**src/rtl/hsw_pkg.sv**
```systemverilog
package hsw_pkg;

    localparam int REG_W  = 16;
    localparam int ADDR_W = 4;
    localparam int WT_W   = 8;
    localparam int LEAD_W = 8;
    localparam int UNIT_W = WT_W + 1;

    localparam logic [ADDR_W-1:0] OFF_CTRL  = 4'h0;
    localparam logic [ADDR_W-1:0] OFF_KICK  = 4'h2;
    localparam logic [ADDR_W-1:0] OFF_CAUSE = 4'h4;
    localparam logic [ADDR_W-1:0] OFF_EARLY = 4'h6;
    localparam logic [ADDR_W-1:0] OFF_MISC  = 4'h8;

    localparam logic [REG_W-1:0] KEY_ARM  = 16'h5555;
    localparam logic [REG_W-1:0] KEY_FIRE = 16'hAAAA;

    // control word, field positions fixed by software
    typedef struct packed {
        logic [WT_W-1:0] wt;
        logic            hold_wait;
        logic            rsv6;
        logic            no_ext;
        logic            no_sw;
        logic            ext_sel;
        logic            en;
        logic            hold_dbg;
        logic            hold_lp;
    } ctrl_t;

    typedef struct packed {
        logic              ie;
        logic              flag;
        logic [5:0]        rsv;
        logic [LEAD_W-1:0] lead;
    } early_t;

    typedef enum logic [1:0] {
        CAUSE_POR  = 2'd0,
        CAUSE_TOUT = 2'd1,
        CAUSE_SOFT = 2'd2
    } cause_e;

    function automatic logic [REG_W-1:0] cause_word(cause_e c);
        case (c)
            CAUSE_POR:  return 16'h0010;
            CAUSE_TOUT: return 16'h0002;
            CAUSE_SOFT: return 16'h0001;
            default:    return 16'h0000;
        endcase
    endfunction

    function automatic logic [UNIT_W-1:0] units_of(logic [WT_W-1:0] wt);
        return {1'b0, wt} + UNIT_W'(1);
    endfunction

    function automatic logic may_count(ctrl_t c, logic w, logic d, logic l);
        return c.en & ~(c.hold_wait & w) & ~(c.hold_dbg & d) & ~(c.hold_lp & l);
    endfunction

endpackage

```
**src/rtl/hsw_regs.sv**
```systemverilog
module hsw_regs
    import hsw_pkg::*;
(
    input  logic              clk,
    input  logic              rst,
    input  logic              bus_wr,
    input  logic [ADDR_W-1:0] bus_addr,
    input  logic [REG_W-1:0]  bus_wdata,
    output logic [REG_W-1:0]  bus_rdata,
    input  logic              soft_evt,
    input  logic              expire,
    input  logic              lead_hit,
    output ctrl_t             ctrl,
    output early_t            early,
    output logic              pd_en,
    output logic              reload,
    output logic [UNIT_W-1:0] load_units
);

    ctrl_t  ctrl_q;
    early_t early_q;
    cause_e cause_q;
    logic   misc_q;
    logic   armed_q;

    logic   wr_ctrl, wr_kick, wr_early, wr_misc;
    logic   en_start, kick_ok;
    ctrl_t  ctrl_in;

    always_comb begin
        wr_ctrl  = bus_wr && (bus_addr == OFF_CTRL);
        wr_kick  = bus_wr && (bus_addr == OFF_KICK);
        wr_early = bus_wr && (bus_addr == OFF_EARLY);
        wr_misc  = bus_wr && (bus_addr == OFF_MISC);
        ctrl_in      = ctrl_t'(bus_wdata);
        ctrl_in.rsv6 = 1'b0;
        ctrl_in.en   = ctrl_q.en | ctrl_in.en;
        en_start = wr_ctrl && bus_wdata[2] && !ctrl_q.en;
        kick_ok  = wr_kick && (bus_wdata == KEY_FIRE) && armed_q;
        reload   = en_start || kick_ok;
        load_units = en_start ? units_of(bus_wdata[15:8]) : units_of(ctrl_q.wt);
    end

    always_ff @(posedge clk) begin
        if (rst) begin
            ctrl_q <= '0;
        end else if (wr_ctrl) begin
            ctrl_q <= ctrl_in;
        end
    end

    always_ff @(posedge clk) begin
        if (rst) begin
            armed_q <= 1'b0;
        end else if (wr_kick) begin
            armed_q <= (bus_wdata == KEY_ARM);
        end
    end

    always_ff @(posedge clk) begin
        if (rst) begin
            early_q <= '0;
        end else begin
            if (wr_early) begin
                early_q.ie   <= bus_wdata[15];
                early_q.lead <= bus_wdata[LEAD_W-1:0];
            end
            if (lead_hit) begin
                early_q.flag <= 1'b1;
            end else if (wr_early && bus_wdata[14]) begin
                early_q.flag <= 1'b0;
            end
        end
    end

    always_ff @(posedge clk) begin
        if (rst) begin
            cause_q <= CAUSE_POR;
        end else if (soft_evt) begin
            cause_q <= CAUSE_SOFT;
        end else if (expire) begin
            cause_q <= CAUSE_TOUT;
        end
    end

    always_ff @(posedge clk) begin
        if (rst) begin
            misc_q <= 1'b0;
        end else if (wr_misc) begin
            misc_q <= bus_wdata[0];
        end
    end

    always_comb begin
        case (bus_addr)
            OFF_CTRL:  bus_rdata = ctrl_q;
            OFF_CAUSE: bus_rdata = cause_word(cause_q);
            OFF_EARLY: bus_rdata = early_q;
            OFF_MISC:  bus_rdata = {{(REG_W-1){1'b0}}, misc_q};
            default:   bus_rdata = '0;
        endcase
    end

    assign ctrl  = ctrl_q;
    assign early = early_q;
    assign pd_en = misc_q;


    en_sticky_chk: assert property (@(posedge clk) disable iff (rst)
        $past(ctrl_q.en) |-> ctrl_q.en);


    kick_order_chk: assert property (@(posedge clk) disable iff (rst)
        (wr_kick && !armed_q) |-> !reload);


    flag_src_chk: assert property (@(posedge clk) disable iff (rst)
        $rose(early_q.flag) |-> $past(lead_hit));


    cause_tout_chk: assert property (@(posedge clk) disable iff (rst)
        (expire && !soft_evt) |=> (bus_addr != OFF_CAUSE || bus_rdata == 16'h0002));

endmodule

```
**src/rtl/hsw_counter.sv**
```systemverilog
module hsw_counter
    import hsw_pkg::*;
#(
    parameter int TICKS_PER_UNIT = 16384
) (
    input  logic              clk,
    input  logic              rst,
    input  logic              run,
    input  logic              reload,
    input  logic [UNIT_W-1:0] load_units,
    input  logic [LEAD_W-1:0] lead,
    output logic              expire,
    output logic              lead_hit
);

    localparam int TICK_W = (TICKS_PER_UNIT > 2) ? $clog2(TICKS_PER_UNIT) : 1;
    localparam logic [TICK_W-1:0] LAST = TICK_W'(TICKS_PER_UNIT - 1);

    logic [TICK_W-1:0] tick_q;
    logic [UNIT_W-1:0] units_q;
    logic              unit_end;

    always_comb begin
        unit_end = run && !reload && (tick_q == LAST);
        expire   = unit_end && (units_q == UNIT_W'(1));
        lead_hit = unit_end && (lead != '0) &&
                   (units_q == ({1'b0, lead} + UNIT_W'(1)));
    end

    always_ff @(posedge clk) begin
        if (rst) begin
            tick_q  <= '0;
            units_q <= '0;
        end else if (reload || expire) begin
            tick_q  <= '0;
            units_q <= load_units;
        end else if (run) begin
            if (tick_q == LAST) begin
                tick_q  <= '0;
                units_q <= units_q - UNIT_W'(1);
            end else begin
                tick_q <= tick_q + TICK_W'(1);
            end
        end
    end


    pause_hold_chk: assert property (@(posedge clk) disable iff (rst)
        (!run && !reload) |=> ($stable(units_q) && $stable(tick_q)));


    units_step_chk: assert property (@(posedge clk) disable iff (rst)
        (run && !reload && tick_q != LAST) |=> $stable(units_q));

endmodule

```
**src/rtl/hsw_pulse.sv**
```systemverilog
module hsw_pulse #(
    parameter int CYCLES = 4
) (
    input  logic clk,
    input  logic rst,
    input  logic fire,
    input  logic allow,
    output logic active
);

    localparam int CW = $clog2(CYCLES + 1);

    logic [CW-1:0] cnt_q;

    always_ff @(posedge clk) begin
        if (rst) begin
            cnt_q <= '0;
        end else if (fire && allow) begin
            cnt_q <= CW'(CYCLES);
        end else if (cnt_q != '0) begin
            cnt_q <= cnt_q - CW'(1);
        end
    end

    assign active = (cnt_q != '0);


    pulse_src_chk: assert property (@(posedge clk) disable iff (rst)
        $rose(active) |-> $past(fire && allow));

endmodule

```
**src/rtl/halfsec_watchdog.sv**
```systemverilog
module halfsec_watchdog
    import hsw_pkg::*;
#(
    parameter int TICKS_PER_UNIT = 16384,
    parameter int PULSE_CYCLES   = 4
) (
    input  logic        clk,
    input  logic        rst,
    input  logic        bus_wr,
    input  logic [3:0]  bus_addr,
    input  logic [15:0] bus_wdata,
    output logic [15:0] bus_rdata,
    input  logic        in_wait,
    input  logic        in_debug,
    input  logic        in_lowpower,
    input  logic        soft_rst_seen,
    output logic        sw_rst_req,
    output logic        ext_rst,
    output logic        irq,
    output logic        pd_en
);

    ctrl_t             ctrl;
    early_t            early;
    logic              reload, expire, lead_hit, run;
    logic [UNIT_W-1:0] load_units;
    logic [1:0]        allow_v, act_v;

    hsw_regs u_regs (
        .clk        (clk),
        .rst        (rst),
        .bus_wr     (bus_wr),
        .bus_addr   (bus_addr),
        .bus_wdata  (bus_wdata),
        .bus_rdata  (bus_rdata),
        .soft_evt   (soft_rst_seen),
        .expire     (expire),
        .lead_hit   (lead_hit),
        .ctrl       (ctrl),
        .early      (early),
        .pd_en      (pd_en),
        .reload     (reload),
        .load_units (load_units)
    );

    assign run = may_count(ctrl, in_wait, in_debug, in_lowpower);

    hsw_counter #(.TICKS_PER_UNIT(TICKS_PER_UNIT)) u_counter (
        .clk        (clk),
        .rst        (rst),
        .run        (run),
        .reload     (reload),
        .load_units (load_units),
        .lead       (early.lead),
        .expire     (expire),
        .lead_hit   (lead_hit)
    );

    assign allow_v[0] = !ctrl.no_sw;
    assign allow_v[1] = ctrl.ext_sel && !ctrl.no_ext;

    for (genvar g = 0; g < 2; g++) begin : g_pulse
        hsw_pulse #(.CYCLES(PULSE_CYCLES)) u_pulse (
            .clk    (clk),
            .rst    (rst),
            .fire   (expire),
            .allow  (allow_v[g]),
            .active (act_v[g])
        );
    end

    assign sw_rst_req = act_v[0];
    assign ext_rst    = act_v[1];
    assign irq        = early.ie && early.flag;


    irq_gate_chk: assert property (@(posedge clk) disable iff (rst)
        $rose(irq) |-> (early.ie && ($past(lead_hit) || $rose(early.ie))));

endmodule

```
**config.mk**
```make
export PLATFORM = sky130hd
export DESIGN_NAME = halfsec_watchdog
export DESIGN_NICKNAME = d
export VERILOG_FILES = /design/src/rtl/hsw_pkg.sv /design/src/rtl/hsw_regs.sv /design/src/rtl/hsw_counter.sv /design/src/rtl/hsw_pulse.sv /design/src/rtl/halfsec_watchdog.sv
export SDC_FILE = /design/constraint.sdc
export NUM_CORES = 1
export LEC_CHECK = 0
export ABC_AREA = 1
export BUFFER_PORTS_ARGS = -buffer_cell sky130_fd_sc_hd__buf_2
export CORE_AREA = 8 8 118 120
export CTS_CLUSTER_DIAMETER = 50
export DETAILED_ROUTE_END_ITERATION = 8
export DIE_AREA = 0 0 126 128
export GPL_TIMING_DRIVEN = 0
export MAX_ROUTING_LAYER = met4
export PLACE_DENSITY = 0.43
export SLEW_MARGIN = 20
export SYNTH_ARGS = -nofsm -noshare
export SYNTH_HDL_FRONTEND = slang
export SYNTH_SLANG_ARGS = --single-unit
```
**constraint.sdc**
```tcl
create_clock -name clk -period 3.8 [get_ports clk]
set_input_delay 0.38 -clock clk [delete_from_list [all_inputs] [get_ports clk]]
set_output_delay 0.38 -clock clk [all_outputs]
set_load 0.005 [all_outputs]
```
* Yosys cells after proc, flatten, opt, wreduce, memory -nomap -nowiden
Index checks and enable logic that the tools add are counted.
** Word-level totals
- Word-level logic and storage cells :: 104
- Bits in registers :: 58
- Bits of input ports :: 27
- Output and inout port bits :: 20
** Operators by class
- Add/sub/neg operators :: 7
- Multiplexer cells :: 15
- Bitwise logic cells :: 10
- Equality and inequality tests :: 11
- Reductions and logical operators :: 40
** Operator list (number)
- 16-bit one-hot mux with 4 select lines :: 1
- 9-bit 2-to-1 mux :: 4
- 8-bit by 1-bit adder with 9-bit output, second input constant :: 3
- 1-bit logical AND :: 18
- 16-bit by 15-bit == test with 1-bit output, second input constant :: 1
- 16-bit == test, second input constant :: 1
- 5-bit one-hot mux with 3 select lines :: 1
- 14-bit by 1-bit adder with 14-bit output, second input constant :: 1
- 14-bit == test, second input constant :: 1
- 14-bit 2-to-1 mux :: 1
- 3-bit 2-to-1 mux :: 4
- 2-bit nonzero test :: 6
- 9-bit by 1-bit == test with 1-bit output, second input constant :: 1
- 9-bit == test :: 1
- 9-bit by 1-bit subtractor with 9-bit output, second input constant :: 1
- 4-bit by 3-bit == test with 1-bit output, second input constant :: 2
- 8-bit nonzero test :: 1
- 2-bit OR reduction :: 4
- 1-bit bitwise AND :: 6
- 3-bit nonzero test :: 2
- 3-bit by 1-bit subtractor with 3-bit output, second input constant :: 2
- 4-bit by 2-bit == test with 1-bit output, second input constant :: 1
- 4-bit == test, second input constant :: 1
- 1-bit zero test :: 4
- 10 further kinds :: 15

* Depth between registers and ports, before layout
- Depth after elaboration :: 12
- Gate-level depth with buffers :: 14
- Mapped depth without buffers :: 13

* By module
From an unflattened synthesis, not the netlist that was laid out.
** Second synthesis, totals
- Cells, all modules :: 551
- Area, all modules :: 3836.2 sq um
** Modules (own cells, without submodules)
- hsw_counter :: seq. area each 460.4 sq um, area each 1752.9 sq um, instances 1, cells each 239
- hsw_regs :: seq. area each 580.6 sq um, area each 1681.6 sq um, instances 1, cells each 249
- hsw_pulse :: seq. area each 60.1 sq um, area each 180.2 sq um, instances 2, cells each 26
- halfsec_watchdog :: seq. area each 0.0 sq um, area each 41.3 sq um, instances 1, cells each 11

* Least setup slack after synthesis
No wires, ideal clock.
- Path kind :: in2reg
- Start point :: in bus_addr[0]
- End point :: reg u_counter.units_q[8]
- Data arrival time :: 1818 ps
- Slack :: 1913 ps
- Buffers on the path :: 1
- Setup time :: 70 ps
- Required time :: 3730 ps
- Stages :: 12
- Cells stage by stage :: inv_2 -> nand2_1 -> nor2_8 -> buf_6 -> nand4_1 -> nand2_1 -> ha_1 -> nand2_2 -> nor2_1 -> nand3_1 -> or2_0 -> a21oi_1
** Between the ends
- Cells in the longest elaborated chain, start to end :: 12
- Elaborated cells between the ends (all ways) :: 19
- Classes of those cells :: eq/ne (1); mux (2); reduce/logical (16)
** RTL lines
- from (decl) :: line halfsec_watchdog.sv:10 : input logic [3:0] bus_addr,
- 4-bit by 2-bit == test with 1-bit output or 4-bit zero test (tied branches) :: line hsw_regs.sv:32, hsw_regs.sv:31
- 1-bit logical AND (on tied branches) :: line hsw_regs.sv:32, hsw_regs.sv:31
- 1-bit logical AND (on tied branches) (2 in a row) :: line hsw_regs.sv:39, hsw_regs.sv:38
- 1-bit logical OR :: line hsw_regs.sv:40 : reload = en_start || kick_ok;
- 1-bit zero test :: line hsw_counter.sv:24 : unit_end = run && !reload && (tick_q == LAST);
- 1-bit logical AND (2 in a row) :: line hsw_counter.sv:24
- 1-bit logical AND :: line hsw_counter.sv:25 : expire = unit_end && (units_q == UNIT_W'(1));
- 1-bit logical OR :: line hsw_counter.sv:34 : end else if (reload || expire) begin
- 2-bit nonzero test (no source line)
- 2-bit AND reduction (no source line)
- to (signal assigned) :: line hsw_counter.sv:36 : units_q <= load_units;
- to (signal assigned) :: line hsw_counter.sv:40 : units_q <= units_q - UNIT_W'(1);
- to (decl) :: line hsw_counter.sv:20 : logic [UNIT_W-1:0] units_q;
Several ways; a longest one is shown, not always the timed one.
A chain may end at the register's enable or synchronous reset.

* Final worst setup path
- Start point :: in bus_addr[1]
- End point :: out bus_rdata[15]
** Between the ends
- Cells in the longest elaborated chain, start to end :: 2
- Elaborated cells between the ends (all ways) :: 5
- Classes of those cells :: eq/ne (3); mux (1); reduce/logical (1)
** RTL lines
- 4-bit == test, or another cell as far along :: line hsw_regs.sv:95 : case (bus_addr)
- 16-bit one-hot mux with 4 select lines (*) :: line hsw_regs.sv:95
- to (decl) :: line halfsec_watchdog.sv:12 : output logic [15:0] bus_rdata,
Mark *: on every way between the ends. The rest lies on a longest branch, timed or not.

==> qor.yml <==
clk_pin_slew_worst_paths_ns: 0.05
dp.cells: 726
worst_setup_path_end_kind: "output port"
power_density_mw_per_mm2: 405
ys_types: 42
track_usage_pct: 14.5
fill_cells: 1359
critPathKind: "in -> out"
tightest_slew_ns: 0.690
port_buffers: 46
ant_nets: 0
synth_nets: 569
core_mm2: 0.0122
grt_pass1_vias: 3620
p_leak_nw: 1.80
drive_gt1_share_pct: 15.2
gr-usage-met3_pct: 2.16
synth_area_leaders: "dfxtp_1 33%, nand2_1 9.5%, inv_1 8.5%, a21oi_1 7.3%, o21ai_0 6.4%"
synth_area_per_cell_um2: 6.69
placed_area_mm2: 0.00396
grt_pass1_wl_um: 18000
antenna_found_initial: 0
rows: 41
fin_util_pct: 34.9
dominantRegCellSynth: "dfxtp_1"
dp_hpwl_um: 8450
total_power_mw: 1.73
cts_hold_buf: 0
via_per_inst: 4.77
vias: 3541
chipHeight_um: 128
fmax_mhz: 425
max-cap-violations: 0
post-place-ws_ns: 1.46
wl_per_cell_um: 14.4
clock_skew_ns: 0.00838
grt_max_degree: 11
design_area_mm2: 0.00426
required_ns: 3.42
outcome: "complete, no violations"
drt-total-wl_um: 10700
timing.final.crit_share_pct: 61.9
cts_buffers: 9
yosys_register_bits: 58
seq_area_frac_synth_pct: 32.7
drv_slew: 0
vdd_drop_max_mv: 0.207
gr-usage-met2_pct: 23.0
cp-start-kind: "input pin"
clk-insertion-delay-late_ns: 0.33
cts_setup_buffers: 0
drt_iter0_markers: 151
drc_errors: 0
setup_ws_ns: 1.45
period_needed_ns: 2.35
ys_top_cells_by_count: "90 x nand2_1, 80 x inv_1, 59 x nor2_1"
finalNonFillerCells: 742
setup_viol: 0
hp-class: "in -> reg"
synth-async-reset-ratio_pct: 0
die-area_mm2: 0.0161
htreeDepth: 3
yosysMostFrequentCell: "nand2_1"
post_cts_resized: 0
cp.arrival_ns: 1.97
grt_util_met1_pct: 17.8
clock-sinks: 58
nNetsFinal: 626
hold_viol_final: 0
synth_edf_count: 0
synth_area_mm2: 0.00355
grt_busiest_layer: "met2"
slew-limit-headroom_pct: 54.0
die_width_um: 126
initial_core_util_pct: 29.0
overflow: 0
setup-tns-final_ns: 0
cts_root_buffer: "clkbuf_16"
syn_inst: 530
place_congestion: 0.862
worstPathMaxFanout: 10
hold_ws_ns: 0.232
yosysWarnings: 0
rsz0062_at_grt: "false"
clockBufferDepth: 2
io_pins: 47
synth_top_area_share_pct: 32.7
syn2layout_area_growth_pct: 20.2
antennaDiodeCount: 0
tritoncts: "yes"
yosys.area.top_type: "dfxtp_1"
drtPass1Iterations: 4
[path summary, 6_finish.rpt]
kind                                                               start                                        to  slack (ns)  cells after the start
worst max-delay path                                         bus_addr[1]                             bus_rdata[15]        1.45                      8
worst min-delay path                                       soft_rst_seen            u_regs.cause_q[0]$_SDFFE_PP0P_        0.23                      2
worst max register to register          u_counter.tick_q[0]$_SDFFE_PP0N_         u_counter.units_q[0]$_SDFFE_PP0P_        1.64                     11
worst min register to register  g_pulse[1].u_pulse.cnt_q[0]$_SDFFE_PP0P_  g_pulse[1].u_pulse.cnt_q[0]$_SDFFE_PP0P_        0.46                      2
[registers in the layout (all words and copies together), names as in the netlist]
signal / count
u_regs.pd_en: 1
u_regs.early: 10
u_regs.armed_q: 1
u_counter.units_q: 9
g_pulse.u_pulse.cnt_q: 6
u_counter.tick_q: 14
u_regs.cause_q: 2
u_regs.ctrl: 15
[where the power goes]
part | total (mW) | leakage [nW] | internal, mW | switching (mW)
combinational | 0.248 | 1.19 | 0.0956 | 0.153
sequential | 0.658 | 0.470 | 0.641 | 0.0173
clock | 0.822 | 0.147 | 0.542 | 0.279
total | 1.73 | 1.80 | 1.28 | 0.449
[cell families after synthesis]
group           after synthesis  synth area share, %
simple gates                220                 28.8
buf+inv                     104                 11.6
xor+xnor                     19                 4.69
fa+ha+maj                    12                 4.23
compound gates              117                 18.0
flops                        58                 32.7
[routing by layer]
layer	up-vias	routed length, µm
li1	1841	-
met3	17	282
met2	52	4940
met4	0	194
met1	1631	5270
met5	-	0
[cell type report]
| type | count | area, µm² | area share, % |
|---|---|---|---|
| multi-input cells | 368 | 1970 | 46.3 |
| flip-flops and latches | 58 | 1160 | 27.2 |
| inverters | 91 | 344 | 8.07 |
| clock buffers | 14 | 264 | 6.19 |
| repair buffers | 46 | 230 | 5.40 |
| well taps | 150 | 188 | 4.40 |
| plain buffers | 13 | 66.3 | 1.56 |
| clock inverters | 2 | 35.0 | 0.822 |
[cell usage in the layout, fill, tap and decap left out, types with 2 or more instances in the layout]
master     count
nor4_1         2
inv_2          9
nand3_1       30
clkbuf_8       2
nand2_4        2
o221ai_1       3
nand2_1       90
o22ai_1        6
nand4_1       12
a21oi_1       52
inv_1         80
nand2_2        3
or2_0          2
clkbuf_1      12
xor2_1        12
ha_1          12
nor3b_1        2
nor2_2         2
o21ai_0       45
a211oi_1       2
nor3_1         7
nand3_2        3
nor2_1        59
xnor2_1        7
buf_6          2
dfxtp_1       58
buf_2         48
o21ai_1        2
clkbuf_16      9
[critical path, cell delays in order]
cell      delay, ns
buf_2          0.09
inv_2          0.03
nand2_1        0.19
inv_1          0.12
nand2_1        0.20
clkbuf_1       0.56
o22ai_1        0.22
buf_2          0.17
Note: power is estimated with default switching activity, not from simulation.
